**src/rtl/dma_stat_pkg.sv**
```systemverilog
package dma_stat_pkg;

    typedef enum logic { RUN_IDLE, RUN_BUSY } run_state_e;
    typedef enum logic { LINE_LOW, LINE_HIGH } line_state_e;

    localparam int STAT_ACT  = 0;
    localparam int STAT_ERR  = 1;
    localparam int STAT_INT  = 2;
    localparam int STAT_CAP0 = 5;
    localparam int STAT_CAP1 = 6;
    localparam int STAT_DESC = 7;
    localparam int STAT_LANE = 2;
    localparam int N_W1C     = 3;

endpackage

```
**src/rtl/dma_line_edge.sv**
```systemverilog
module dma_line_edge
    import dma_stat_pkg::*;
#(
    parameter int STAGES = 2
) (
    input  logic clk,
    input  logic rst_n,
    input  logic line_async,
    output logic rise
);
    logic [STAGES-1:0] sync_q;
    logic              lvl;
    line_state_e       st_q, st_d;

    always_ff @(posedge clk or negedge rst_n) begin
        if (!rst_n) sync_q <= '0;
        else        sync_q <= {sync_q[STAGES-2:0], line_async};
    end

    assign lvl = sync_q[STAGES-1];

    // state register
    always_ff @(posedge clk or negedge rst_n) begin
        if (!rst_n) st_q <= LINE_LOW;
        else        st_q <= st_d;
    end

    // next state and output
    always_comb begin
        st_d = st_q;
        rise = 1'b0;
        unique case (st_q)
            LINE_LOW: if (lvl) begin
                st_d = LINE_HIGH;   // RISE
                rise = 1'b1;
            end
            LINE_HIGH: if (!lvl) st_d = LINE_LOW;  // FALL
            default: st_d = LINE_LOW;
        endcase
    end
endmodule

```
**src/rtl/dma_run_fsm.sv**
```systemverilog
module dma_run_fsm
    import dma_stat_pkg::*;
(
    input  logic clk,
    input  logic rst_n,
    input  logic start,
    input  logic stop,
    input  logic eot,
    output logic active
);
    run_state_e st_q, st_d;

    always_ff @(posedge clk or negedge rst_n) begin
        if (!rst_n) st_q <= RUN_IDLE;
        else        st_q <= st_d;
    end

    always_comb begin
        st_d = st_q;
        unique case (st_q)
            RUN_IDLE: if (start && !stop) st_d = RUN_BUSY;    // START
            RUN_BUSY: if (stop || eot)    st_d = RUN_IDLE;    // HALT / FINISH
            default:  st_d = RUN_IDLE;
        endcase
    end

    always_comb begin
        active = (st_q == RUN_BUSY);
    end
endmodule

```
**src/rtl/dma_sticky_flag.sv**
```systemverilog
module dma_sticky_flag (
    input  logic clk,
    input  logic rst_n,
    input  logic set,
    input  logic clr,
    output logic q
);
    always_ff @(posedge clk or negedge rst_n) begin
        if (!rst_n)   q <= 1'b0;
        else if (set) q <= 1'b1;   // set has priority
        else if (clr) q <= 1'b0;
    end
endmodule

```
**src/rtl/dma_stat_regs.sv**
```systemverilog
module dma_stat_regs
    import dma_stat_pkg::*;
#(
    parameter int AW          = 1,
    parameter int SYNC_STAGES = 2
) (
    input  logic          clk,
    input  logic          rst_n,
    input  logic [AW-1:0] reg_addr,
    input  logic [31:0]   reg_wdata,
    input  logic [3:0]    reg_be,
    input  logic          reg_wr,
    input  logic          reg_rd,
    output logic [31:0]   reg_rdata,
    input  logic          ev_start,
    input  logic          ev_stop,
    input  logic          ev_eot_done,
    input  logic          ev_bus_abort,
    input  logic          ev_desc_irq,
    input  logic          drive_irq,
    output logic          irq_out
);
    localparam int DW = 32;
    localparam int BW = DW / 8;
    localparam logic [AW-1:0] STAT_WORD = AW'(0);
    localparam logic [AW-1:0] PTR_WORD  = AW'(1);

    logic       stat_we, ptr_wr;
    logic [7:0] stat_wbyte;
    logic       active, line_rise;
    logic [N_W1C-1:0] w1c_set, w1c_clr, w1c_q;
    logic [1:0] cap_q;
    logic [DW-1:0] ptr_q;
    logic [7:0] stat_byte;
    logic [DW-1:0] rd_word;

    assign stat_wbyte = reg_wdata[STAT_LANE*8 +: 8];
    assign stat_we    = reg_wr && (reg_addr == STAT_WORD) && reg_be[STAT_LANE];
    assign ptr_wr     = reg_wr && (reg_addr == PTR_WORD);

    dma_run_fsm u_run (
        .clk(clk), .rst_n(rst_n),
        .start(ev_start), .stop(ev_stop), .eot(ev_eot_done),
        .active(active)
    );

    dma_line_edge #(.STAGES(SYNC_STAGES)) u_line (
        .clk(clk), .rst_n(rst_n),
        .line_async(drive_irq), .rise(line_rise)
    );

    assign w1c_set = {ev_desc_irq, line_rise, ev_bus_abort};

    generate
        for (genvar i = 0; i < N_W1C; i++) begin : g_w1c
            localparam int POS = (i == 0) ? STAT_ERR : (i == 1) ? STAT_INT : STAT_DESC;
            assign w1c_clr[i] = stat_we && stat_wbyte[POS];
            dma_sticky_flag u_flag (
                .clk(clk), .rst_n(rst_n),
                .set(w1c_set[i]), .clr(w1c_clr[i]), .q(w1c_q[i])
            );
        end
    endgenerate

    always_ff @(posedge clk or negedge rst_n) begin
        if (!rst_n)       cap_q <= 2'b00;
        else if (stat_we) cap_q <= {stat_wbyte[STAT_CAP1], stat_wbyte[STAT_CAP0]};
    end

    always_ff @(posedge clk or negedge rst_n) begin
        if (!rst_n) begin
            ptr_q <= '0;
        end else if (ptr_wr) begin
            for (int b = 0; b < BW; b++)
                if (reg_be[b]) ptr_q[b*8 +: 8] <= reg_wdata[b*8 +: 8];
            ptr_q[1:0] <= 2'b00;
        end
    end

    always_comb begin
        stat_byte            = '0;
        stat_byte[STAT_ACT]  = active;
        stat_byte[STAT_ERR]  = w1c_q[0];
        stat_byte[STAT_INT]  = w1c_q[1];
        stat_byte[STAT_CAP0] = cap_q[0];
        stat_byte[STAT_CAP1] = cap_q[1];
        stat_byte[STAT_DESC] = w1c_q[2];
        rd_word = '0;
        if (reg_addr == STAT_WORD)     rd_word[STAT_LANE*8 +: 8] = stat_byte;
        else if (reg_addr == PTR_WORD) rd_word = ptr_q;
    end

    always_ff @(posedge clk or negedge rst_n) begin
        if (!rst_n)      reg_rdata <= '0;
        else if (reg_rd) reg_rdata <= rd_word;
    end

    assign irq_out = w1c_q[1] | w1c_q[2];
endmodule

```
**config.mk**
```make
export PLATFORM = sky130hd
export DESIGN_NAME = dma_stat_regs
export DESIGN_NICKNAME = d
export VERILOG_FILES = /design/src/rtl/dma_stat_pkg.sv /design/src/rtl/dma_line_edge.sv /design/src/rtl/dma_run_fsm.sv /design/src/rtl/dma_sticky_flag.sv /design/src/rtl/dma_stat_regs.sv
export SDC_FILE = /design/constraint.sdc
export NUM_CORES = 1
export LEC_CHECK = 0
export BUFFER_PORTS_ARGS = -buffer_cell sky130_fd_sc_hd__buf_2
export CORE_UTILIZATION = 57
export CTS_BUF_LIST = sky130_fd_sc_hd__clkbuf_8
export CTS_CLUSTER_SIZE = 40
export DETAILED_ROUTE_END_ITERATION = 16
export PLACE_DENSITY = 0.89
export SYNTH_ARGS = -nofsm -noshare
export SYNTH_HDL_FRONTEND = slang
export SYNTH_SLANG_ARGS = --single-unit
```
**constraint.sdc**
```tcl
create_clock -name clk -period 2.67 [get_ports clk]
set_input_delay 0.534 -clock clk [delete_from_list [all_inputs] [get_ports clk]]
set_output_delay 0.534 -clock clk [all_outputs]
set_load 0.05 [all_outputs]
```
==> out/qor.yml, run 1 <==
die:
  rows: 25
  die_area_um2: 5161
  start_util: 0.5886
  fp.dieH_um: 71.84
  die_x_um: 71.84
  io_pins: 80
  core-area_um2: 4723
timing:
  rsz0062_at_grt: "false"
  worst_pin_slew_ps: 605.5
  setup_viol: 0
  drv_slew: 0
  max_freq_mhz: 564.4
  fin_skew_ps: 4.537
  tns_ps: 0
  setup_ws_ps: 898.3
  hold_violations: 0
  slew-limit-headroom: 0.5963
  post-route-period-util: 0.6636
  min_period_ps: 1772
detailed_routing:
  vias: 1867
  post_drt_via_cell_ratio: 5.032
  wire_per_inst_um: 13.70
  drt_iter0_drc: 125
  drtPass1Iterations: 4
  postRouteWirelength_mm: 5.082
  antenna_left: 0
  route.detailed.drc: 0
clock_network:
  clock_latency_ps: 330
  cts_setup_buffers: 0
  clock_sinks: 69
  ctsResizeCount: 0
  path_clk_slew_ps: 60
  cts-root-buf: "clkbuf_8"
  htree_levels: 3
  clock_path_buffers: 2
  postCtsHoldBufs: 0
  cts_made_buffers: 9
  cts_tree: "built"
pwr:
  total_leakage_power_uw: 0.001643
  irDropWorstVdd_v: 0.0005653
  powerDensity_nw_per_um2: 754.0
setup_path:
  worst_r2r_path_depth: 2
  start_kind: "flop"
  critPathLaunch: "g_w1c[2].u_flag.q"
  critical-path-top-delay-family: "flip-flops"
  cp_slowest_cell: "dfrtp_1"
  cp_data_arrival_time_ps: 1240
  cp_slowest_stage_delay_ps: 390
  worst-path-buf-inv: 1
  cp_max_fo: 3
  rr_startpoint: "g_w1c[1].u_flag.q"
  cp_data_required_time_ps: 2140
  path_class: "flop to output pin"
  reg2reg_slack_ps: 1760
  reg2reg_to: "g_w1c[1].u_flag.q"
  worstSetupEndpointType: "output pin"
  path_cells: "or2_2 -> buf_2"
placement:
  gp_congestion: 0.7158
  io_buffers: 75
  pre_cts_slack_ps: 952.5
  hpwl_mm: 3.537
  place_area_um2: 3212
synth:
  yosys_register_bits: 69
  ys_warn_count: 0
  synthCells: 221
  synth_cell_types: 23
  syn-cell-area_um2: 2780
  ys_seq_area_frac: 0.6211
  avgSynthCellArea_um2: 12.58
final_layout:
  diodes: 0
  n_fill_cell: 348
  regArea_um2: 1727
  area_growth_pct: 21.24
  fin_nets: 347
  final_util: 0.7136
  drive_above_1_share: 0.4276
  multi_input_area_um2: 874.6
  stdcell_area_um2: 3371
global_routing:
  grt_overflow: 0
  grt_max_degree: 31
  grt_antenna_before_repair: 0
  grtUsageTotal: 0.2279
  grt_pass1_vias: 1840
  grt_pass1_wl_mm: 8.631
worst_hold_path:
  hold_class: "primary input to async pin"
flow_run:
  drv_cap: 0
status:
  status: "completed"
[cell usage after synthesis]
cell | count | area [um^2]
or2_2 | 1 | 6.260
buf_4 | 2 | 15.01
buf_2 | 5 | 25.02
o22a_1 | 2 | 17.52
mux2_2 | 31 | 349.1
nand3b_4 | 1 | 20.02
dfrtp_1 | 69 | 1727
nor2b_1 | 1 | 6.260
mux2i_1 | 6 | 60.06
mux2_1 | 1 | 11.26
nand2b_1 | 2 | 12.51
a211oi_1 | 1 | 7.510
nor2_1 | 7 | 26.28
a221o_1 | 1 | 10.01
buf_6 | 3 | 33.78
inv_1 | 25 | 93.84
o21ai_0 | 24 | 120.1
buf_1 | 2 | 7.510
clkbuf_1 | 2 | 7.510
nand3_1 | 24 | 120.1
conb_1 | 1 | 3.750
a21oi_1 | 6 | 30.03
nand3_4 | 4 | 70.07
[cells by family after synthesis]
| kind of cell | count (synthesis) | share of synthesized area |
|---|---|---|
| AO/OA/AOI/OAI | 34 | 0.06661 |
| buffers and inverters | 39 | 0.06570 |
| flip-flops | 69 | 0.6211 |
| multiplexers | 38 | 0.1512 |
| other | 1 | 0.001349 |
| AND/OR/NAND/NOR | 40 | 0.09407 |
[registers in the layout (all words and copies together), names as in the netlist]
register,cells
g_w1c.u_flag.q,3
u_line.st_q,1
cap_q,2
reg_rdata,30
u_line.sync_q,2
ptr_q,30
u_run.active,1
[per-layer routing]
layer  track usage  share of wire  up-vias
met5             0              0        -
met4        0.1307          0.019        0
met3       0.05345          0.047       10
met2        0.3459           0.46       55
met1        0.3033           0.47      901
li1              -              -      901
[cells in the final DEF, fill, tap and decap left out, drive strengths merged]
cell / count
a221o: 1
nand2b: 2
o21ai: 24
nor2b: 1
conb: 2
inv: 28
a21oi: 6
mux2i: 6
mux2: 32
nand3b: 1
a211oi: 1
clkinv: 2
nand3: 28
dfrtp: 69
o22a: 2
or2: 1
clkbuf: 10
nor2: 7
buf: 81
[worst max path at each step]
stage | endpoint | cells after the start
floorplan | irq_out | 1
global placement | cap_q[0] | 3
detailed placement | cap_q[1] | 3
CTS | irq_out | 2
global route | irq_out | 2
finish | irq_out | 2
[stage by stage]
step           power, uW  hold slack (ps)  std cells
3_3_place_gp        1848            336.7        356
5_1_grt             2676            240.9        371
3_5_place_dp        1873            337.1        356
4_1_cts             2568            213.5        371
6_report            2542            212.1        371
2_1_floorplan       1704            238.4        222
[where the power goes]
group	leakage (uW)	switching, uW	internal, uW
combinational	0.000714	381	186
clock	0.0000957	345	344
sequential	0.000834	80.8	1200
[layout make-up]
type                            instances  area share
Clock buffer                           10     0.04083
Multi-Input combinational cell        114      0.2595
Clock inverter                          5    0.006310
Sequential cell                        69      0.5123
Timing Repair Buffer                   81      0.1284
Inverter                               25     0.02784
Tap cell                               67     0.02487
(Power assumes the default switching activity.)
==> run 2: changes to the inputs <==
--- a/config.mk
+++ b/config.mk
@@ -6,11 +6,11 @@
 export NUM_CORES = 1
 export LEC_CHECK = 0
 export BUFFER_PORTS_ARGS = -buffer_cell sky130_fd_sc_hd__buf_2
-export CORE_UTILIZATION = 57
+export CORE_UTILIZATION = 53
 export CTS_BUF_LIST = sky130_fd_sc_hd__clkbuf_8
 export CTS_CLUSTER_SIZE = 40
 export DETAILED_ROUTE_END_ITERATION = 16
-export PLACE_DENSITY = 0.89
+export PLACE_DENSITY = 0.83
 export SYNTH_ARGS = -nofsm -noshare
 export SYNTH_HDL_FRONTEND = slang
 export SYNTH_SLANG_ARGS = --single-unit
==> constraint.sdc (replaced) <==
create_clock -name clk -period 1.77 [get_ports clk]
set_input_delay 0.354 -clock clk [delete_from_list [all_inputs] [get_ports clk]]
set_output_delay 0.354 -clock clk [all_outputs]
set_load 0.05 [all_outputs]
==> out/qor.yml, run 2 (synthesized netlist as in run 1, its figures left out) <==
timing:
  post-route-period-util: 0.8912
  fin_skew_ps: 9.088  # was 4.537 ps
  setup_ws_ps: 192.5  # was 898.3 ps
  tns_ps: 0  # unchanged
  drv_slew: 0  # unchanged
  min_period_ps: 1577
  hold_violations: 0  # unchanged
  setup_viol: 0  # unchanged
  rsz0062_at_grt: "false"  # unchanged
  max_freq_mhz: 633.9
detailed_routing:
  post_drt_via_cell_ratio: 5.011  # was 5.032
  postRouteWirelength_mm: 5.213  # was 5.082 mm
  route.detailed.drc: 0  # unchanged
  wl_met1_mm: 2.308  # was 2.399 mm
  antenna_left: 0  # unchanged
  wire_per_inst_um: 14.05  # was 13.70 um
  met2_length_mm: 2.569  # was 2.346 mm
  drt_iter0_drc: 83  # was 125
  met3_length_um: 282  # was 239 um
  vias: 1859  # was 1867
  drtPass1Iterations: 4  # unchanged
  dr.max_layer_used: "met4"  # unchanged
die:
  start_util: 0.5697  # was 0.5886
  rows: 25  # unchanged
  die_x_um: 74.43  # was 71.84 um
  fp.dieH_um: 74.43  # was 71.84 um
  core-area_um2: 4880  # was 4723 um^2
  io_pins: 80  # unchanged
  die_area_um2: 5539  # was 5161 um^2
global_routing:
  grtUsageTotal: 0.2091  # was 0.2279
  grt_max_degree: 70  # was 31
  grt_overflow: 0  # unchanged
  grt_pass1_vias: 1829  # was 1840
  grt_pass1_wl_mm: 8.362  # was 8.631 mm
  grt_antenna_before_repair: 0  # unchanged
setup_path:
  cp_slowest_cell: "dfrtp_1"  # unchanged
  rr_startpoint: "g_w1c[1].u_flag.q"  # unchanged
  cp_max_fo: 3  # unchanged
  critical-path-top-delay-family: "flip-flops"  # unchanged
  critPathLaunch: "g_w1c[2].u_flag.q"  # unchanged
  path_class: "flop to output pin"  # unchanged
  worst-path-buf-inv: 1  # unchanged
  start_kind: "flop"  # unchanged
  cp_data_required_time_ps: 1420  # was 2140 ps
  cp_data_arrival_time_ps: 1220  # was 1240 ps
  worstSetupEndpointType: "output pin"  # unchanged
  cp_slowest_stage_delay_ps: 400  # was 390 ps
  path_cells: "or2_2 -> buf_2"  # unchanged
status:
  status: "completed"  # unchanged
clock_network:
  cts_made_buffers: 9  # unchanged
  postCtsHoldBufs: 0  # unchanged
  clock_path_buffers: 2  # unchanged
  ctsResizeCount: 0  # unchanged
  htree_levels: 3  # unchanged
  path_clk_slew_ps: 70  # was 60 ps
  clock_sinks: 69  # unchanged
  clock_latency_ps: 330  # about the same
  cts_setup_buffers: 0  # unchanged
  cts-root-buf: "clkbuf_8"  # unchanged
  cts_tree: "built"  # unchanged
placement:
  pre_cts_slack_ps: 413.8  # was 952.5 ps
  hpwl_mm: 3.470  # was 3.537 mm
  io_buffers: 75  # unchanged
  place_area_um2: 3224  # was 3212 um^2
  gp_congestion: 0.7208  # was 0.7158
final_layout:
  layout_common_cells: "buf_2, dfrtp_1, mux2_2, inv_1"  # unchanged
  layout_commonest_cell: "buf_2"  # unchanged
  area_growth_pct: 23.63  # was 21.24%
  largestRegisters: "ptr_q (30), reg_rdata (30), g_w1c.u_flag.q (3)"  # unchanged
  fin_nets: 347  # unchanged
  diodes: 0  # unchanged
  stdcell_area_um2: 3437  # was 3371 um^2
  drive_above_1_share: 0.4375  # was 0.4276
pwr:
  internal_power_uw: 2917  # was 1735 uW
  pwr-share-seq: 0.464  # was 0.506
  switchingPower_uw: 1255  # was 807.0 uW
  total_leakage_power_uw: 0.001664  # was 0.001643 uW
  p_comb_frac: 0.206  # was 0.223
  powerDensity_nw_per_um2: 1214  # was 754.0 nW/um^2
  clockPowerShare: 0.329  # was 0.271
  irDropWorstVdd_v: 0.0007677  # was 0.0005653 V
  p_sw_frac: 0.3008  # was 0.3175
worst_hold_path:
  hold_class: "primary input to async pin"  # unchanged
flow_run:
  drv_cap: 0  # unchanged
[run 2: cell types whose count changed in the layout (fill, tap and decap cells not counted), sizes merged]
cell and change:
inv -3, clkinv +1, bufinv +2
[run 2: power by group through the flow]
stage	logic [uW]	registers, uW	clock network, uW
after global routing	926	1970	1470
after global placement	845	1950	0
after detailed placement	867	1960	0
after CTS	874	1940	1400
final	861	1940	1370
after floorplan	297	2270	0
[run 2: metal layers]
metal | vias to the layer above | GRT usage
met5 | - | 0
met4 | 0 | 0.09224
met3 | 6 | 0.05962
met2 | 57 | 0.3413
met1 | 896 | 0.2599
li1 | 900 | -
[run 2: path summary, 6_finish.rpt]
kind	endpoint	slack, ps	depth (start not counted)
worst min register to register	u_line.sync_q[1]	350	0
worst max register to register	g_w1c[1].u_flag.q	870	2
worst max-delay path	irq_out	190	2
worst min-delay path	ptr_q[10]	40	2
min in group clk	u_line.sync_q[0]	130	1
max in group asynchronous	ptr_q[19]	1450	2
[run 2: cell type report]
| class | count | area, um^2 |
|---|---|---|
| Clock inverter | 5 | 75.07 |
| Timing Repair Buffer | 81 | 445.4 |
| Inverter | 25 | 93.84 |
| Sequential cell | 69 | 1727 |
| Multi-Input combinational cell | 114 | 874.6 |
| Fill cell | 392 | 1443 |
| Tap cell | 67 | 83.83 |
| Clock buffer | 10 | 137.6 |
[run 2: per-stage QoR]
step           std cells  utilization  power (uW)  hold WS (ps)
2_1_floorplan        222            -        2571         58.41
3_3_place_gp         356       0.6608        2794         331.5
3_5_place_dp         356       0.6608        2830         336.2
4_1_cts              371       0.7044        4208         43.92
5_1_grt              371       0.7044        4360         48.06
6_report             371       0.7044        4172         38.43
==> run 3: changes to the inputs <==
==> constraint.sdc (replaced) <==
create_clock -name clk -period 1.65 [get_ports clk]
set_input_delay 0.33 -clock clk [delete_from_list [all_inputs] [get_ports clk]]
set_output_delay 0.33 -clock clk [all_outputs]
set_load 0.05 [all_outputs]
==> out/qor.yml, run 3 (synthesized netlist as in run 1, its figures left out) <==
pwr:
  pwr-share-seq: 0.481  # was 0.464
  internal_power_uw: 2993  # was 2917 uW
  total_leakage_power_uw: 0.001658  # was 0.001664 uW
  irDropWorstVdd_v: 0.0008815  # was 0.0007677 V
  p_sw_frac: 0.3071  # was 0.3008
  powerDensity_nw_per_um2: 1262  # was 1214 nW/um^2
  switchingPower_uw: 1326  # was 1255 uW
  p_comb_frac: 0.212  # was 0.206
  power_uw: 4319  # was 4172 uW
  clockPowerShare: 0.307  # was 0.329
setup_path:
  cp_data_arrival_time_ps: 1230  # was 1220 ps
  worstSetupEndpointType: "output pin"  # unchanged
  cp_data_required_time_ps: 1320  # was 1420 ps
  start_kind: "flop"  # unchanged
  worst-path-buf-inv: 1  # unchanged
  cp_slowest_stage_delay_ps: 400  # about the same
  cp_slowest_cell: "dfrtp_1"  # unchanged
  path_class: "flop to output pin"  # unchanged
  critical-path-top-delay-family: "flip-flops"  # unchanged
  path_cells: "or2_2 -> buf_2"  # unchanged
  cp_max_fo: 3  # unchanged
clock_network:
  cts_setup_buffers: 0  # unchanged
  cts-root-buf: "clkbuf_8"  # unchanged
  clock_latency_ps: 330  # about the same
  cts_made_buffers: 9  # unchanged
  htree_levels: 3  # unchanged
  ctsResizeCount: 0  # unchanged
  clock_sinks: 69  # unchanged
  postCtsHoldBufs: 0  # unchanged
  clock_path_buffers: 2  # unchanged
  path_clk_slew_ps: 70  # about the same
  cts_tree: "built"  # unchanged
final_layout:
  layout_commonest_cell: "buf_2"  # unchanged
  layout_common_cells: "buf_2, dfrtp_1, mux2_2, inv_1"  # unchanged
  regArea_um2: 1727  # unchanged
  multi_input_area_um2: 874.6  # unchanged
  n_fill_cell: 383  # was 392
  drive_above_1_share: 0.4342  # was 0.4375
  fin_cells: 371  # unchanged
  final_util: 0.7010  # was 0.7044
  largestRegisters: "ptr_q (30), reg_rdata (30), g_w1c.u_flag.q (3)"  # unchanged
  fin_nets: 347  # unchanged
  area_growth_pct: 23.04  # was 23.63%
  diodes: 0  # unchanged
detailed_routing:
  wire_per_inst_um: 13.67  # was 14.05 um
  route.detailed.drc: 0  # unchanged
  vias: 1856  # was 1859
  post_drt_via_cell_ratio: 5.003  # was 5.011
  drtPass1Iterations: 4  # unchanged
  antenna_left: 0  # unchanged
  postRouteWirelength_mm: 5.072  # was 5.213 mm
  drt_iter0_drc: 122  # was 83
die:
  rows: 25  # unchanged
  fp.dieH_um: 74.43  # unchanged
  core-area_um2: 4880  # unchanged
  die_x_um: 74.43  # unchanged
  start_util: 0.5697  # unchanged
  io_pins: 80  # unchanged
  die_area_um2: 5539  # unchanged
timing:
  min_period_ps: 1557
  hold_violations: 0  # unchanged
  fin_skew_ps: 5.289  # was 9.088 ps
  max_freq_mhz: 642.3
  setup_viol: 0  # unchanged
  drv_slew: 0  # unchanged
  post-route-period-util: 0.9436
  rsz0062_at_grt: "false"  # unchanged
  setup_ws_ps: 93.10  # was 192.5 ps
  tns_ps: 0  # unchanged
placement:
  pre_cts_slack_ps: 291.8  # was 413.8 ps
  io_buffers: 75  # unchanged
  dp.cells: 356  # unchanged
  hpwl_mm: 3.434  # was 3.470 mm
  gp_congestion: 0.7472  # was 0.7208
global_routing:
  grt_overflow: 0  # unchanged
  grt_antenna_before_repair: 0  # unchanged
  grt_max_degree: 70  # unchanged
  grt_pass1_vias: 1827  # was 1829
  grtUsageTotal: 0.2060  # was 0.2091
  grt_pass1_wl_mm: 8.390  # was 8.362 mm
flow_run:
  drv_cap: 0  # unchanged
worst_hold_path:
  hold_class: "primary input to async pin"  # unchanged
status:
  status: "completed"  # unchanged
==> run 3: cell types whose count changed in the layout (fill, tap and decap cells not counted), sizes merged <==
cell	change
clkbuf	+4
clkinv	-3
bufinv	-2
inv	+1
==> run 3: layer usage <==
| layer | vias to the layer above | wire [um] | track usage |
|---|---|---|---|
| met5 | - | 0 | 0 |
| met4 | 0 | 70 | 0.07547 |
| met3 | 8 | 315 | 0.06098 |
| met2 | 60 | 2329 | 0.3273 |
| met1 | 893 | 2357 | 0.2691 |
| li1 | 895 | - | - |
==> run 3: power groups by stage <==
stage / sequential [uW] / clock, uW / combinational (uW)
2_1_floorplan: 2440 / 0 / 318
3_3_place_gp: 2090 / 0 / 905
3_5_place_dp: 2110 / 0 / 926
4_1_cts: 2080 / 1350 / 928
5_1_grt: 2110 / 1420 / 992
6_report: 2080 / 1330 / 917
==> run 3: stage by stage <==
stage,area (um^2),hold WS [ps]
5_1_grt,3421,33.74
6_report,3421,9.537
4_1_cts,3421,30.21
3_3_place_gp,3224,331.4
3_5_place_dp,3224,341.0
2_1_floorplan,2784,34.41
==> run 3: final cells by class <==
type                    count  area share
clock inverters             1    0.001097
inverters                  25     0.02743
flip-flops and latches     69      0.5048
clock buffers              14     0.05633
repair buffers             81      0.1302
well taps                  67     0.02451
multi-input cells         114      0.2557
==> run 3: worst paths after layout <==
path / end / from / cells past startpoint / slack, ps
worst min register to register: u_line.sync_q[1] / u_line.sync_q[0] / 0 / 360
worst max-delay path: irq_out / g_w1c[2].u_flag.q / 2 / 90
worst max register to register: g_w1c[1].u_flag.q / g_w1c[1].u_flag.q / 2 / 740
worst min-delay path: reg_rdata[25] / rst_n / 2 / 10
min in group clk: u_line.sync_q[0] / drive_irq / 1 / 100
max in group asynchronous: reg_rdata[20] / rst_n / 2 / 1340
==> run 3: worst register-to-register path: cells and delay by family (launching register included) <==
kind	cells	cell delay (ps)
and+or+nand+nor	1	150
DFF	1	410
AOI/OAI and AO/OA	1	250
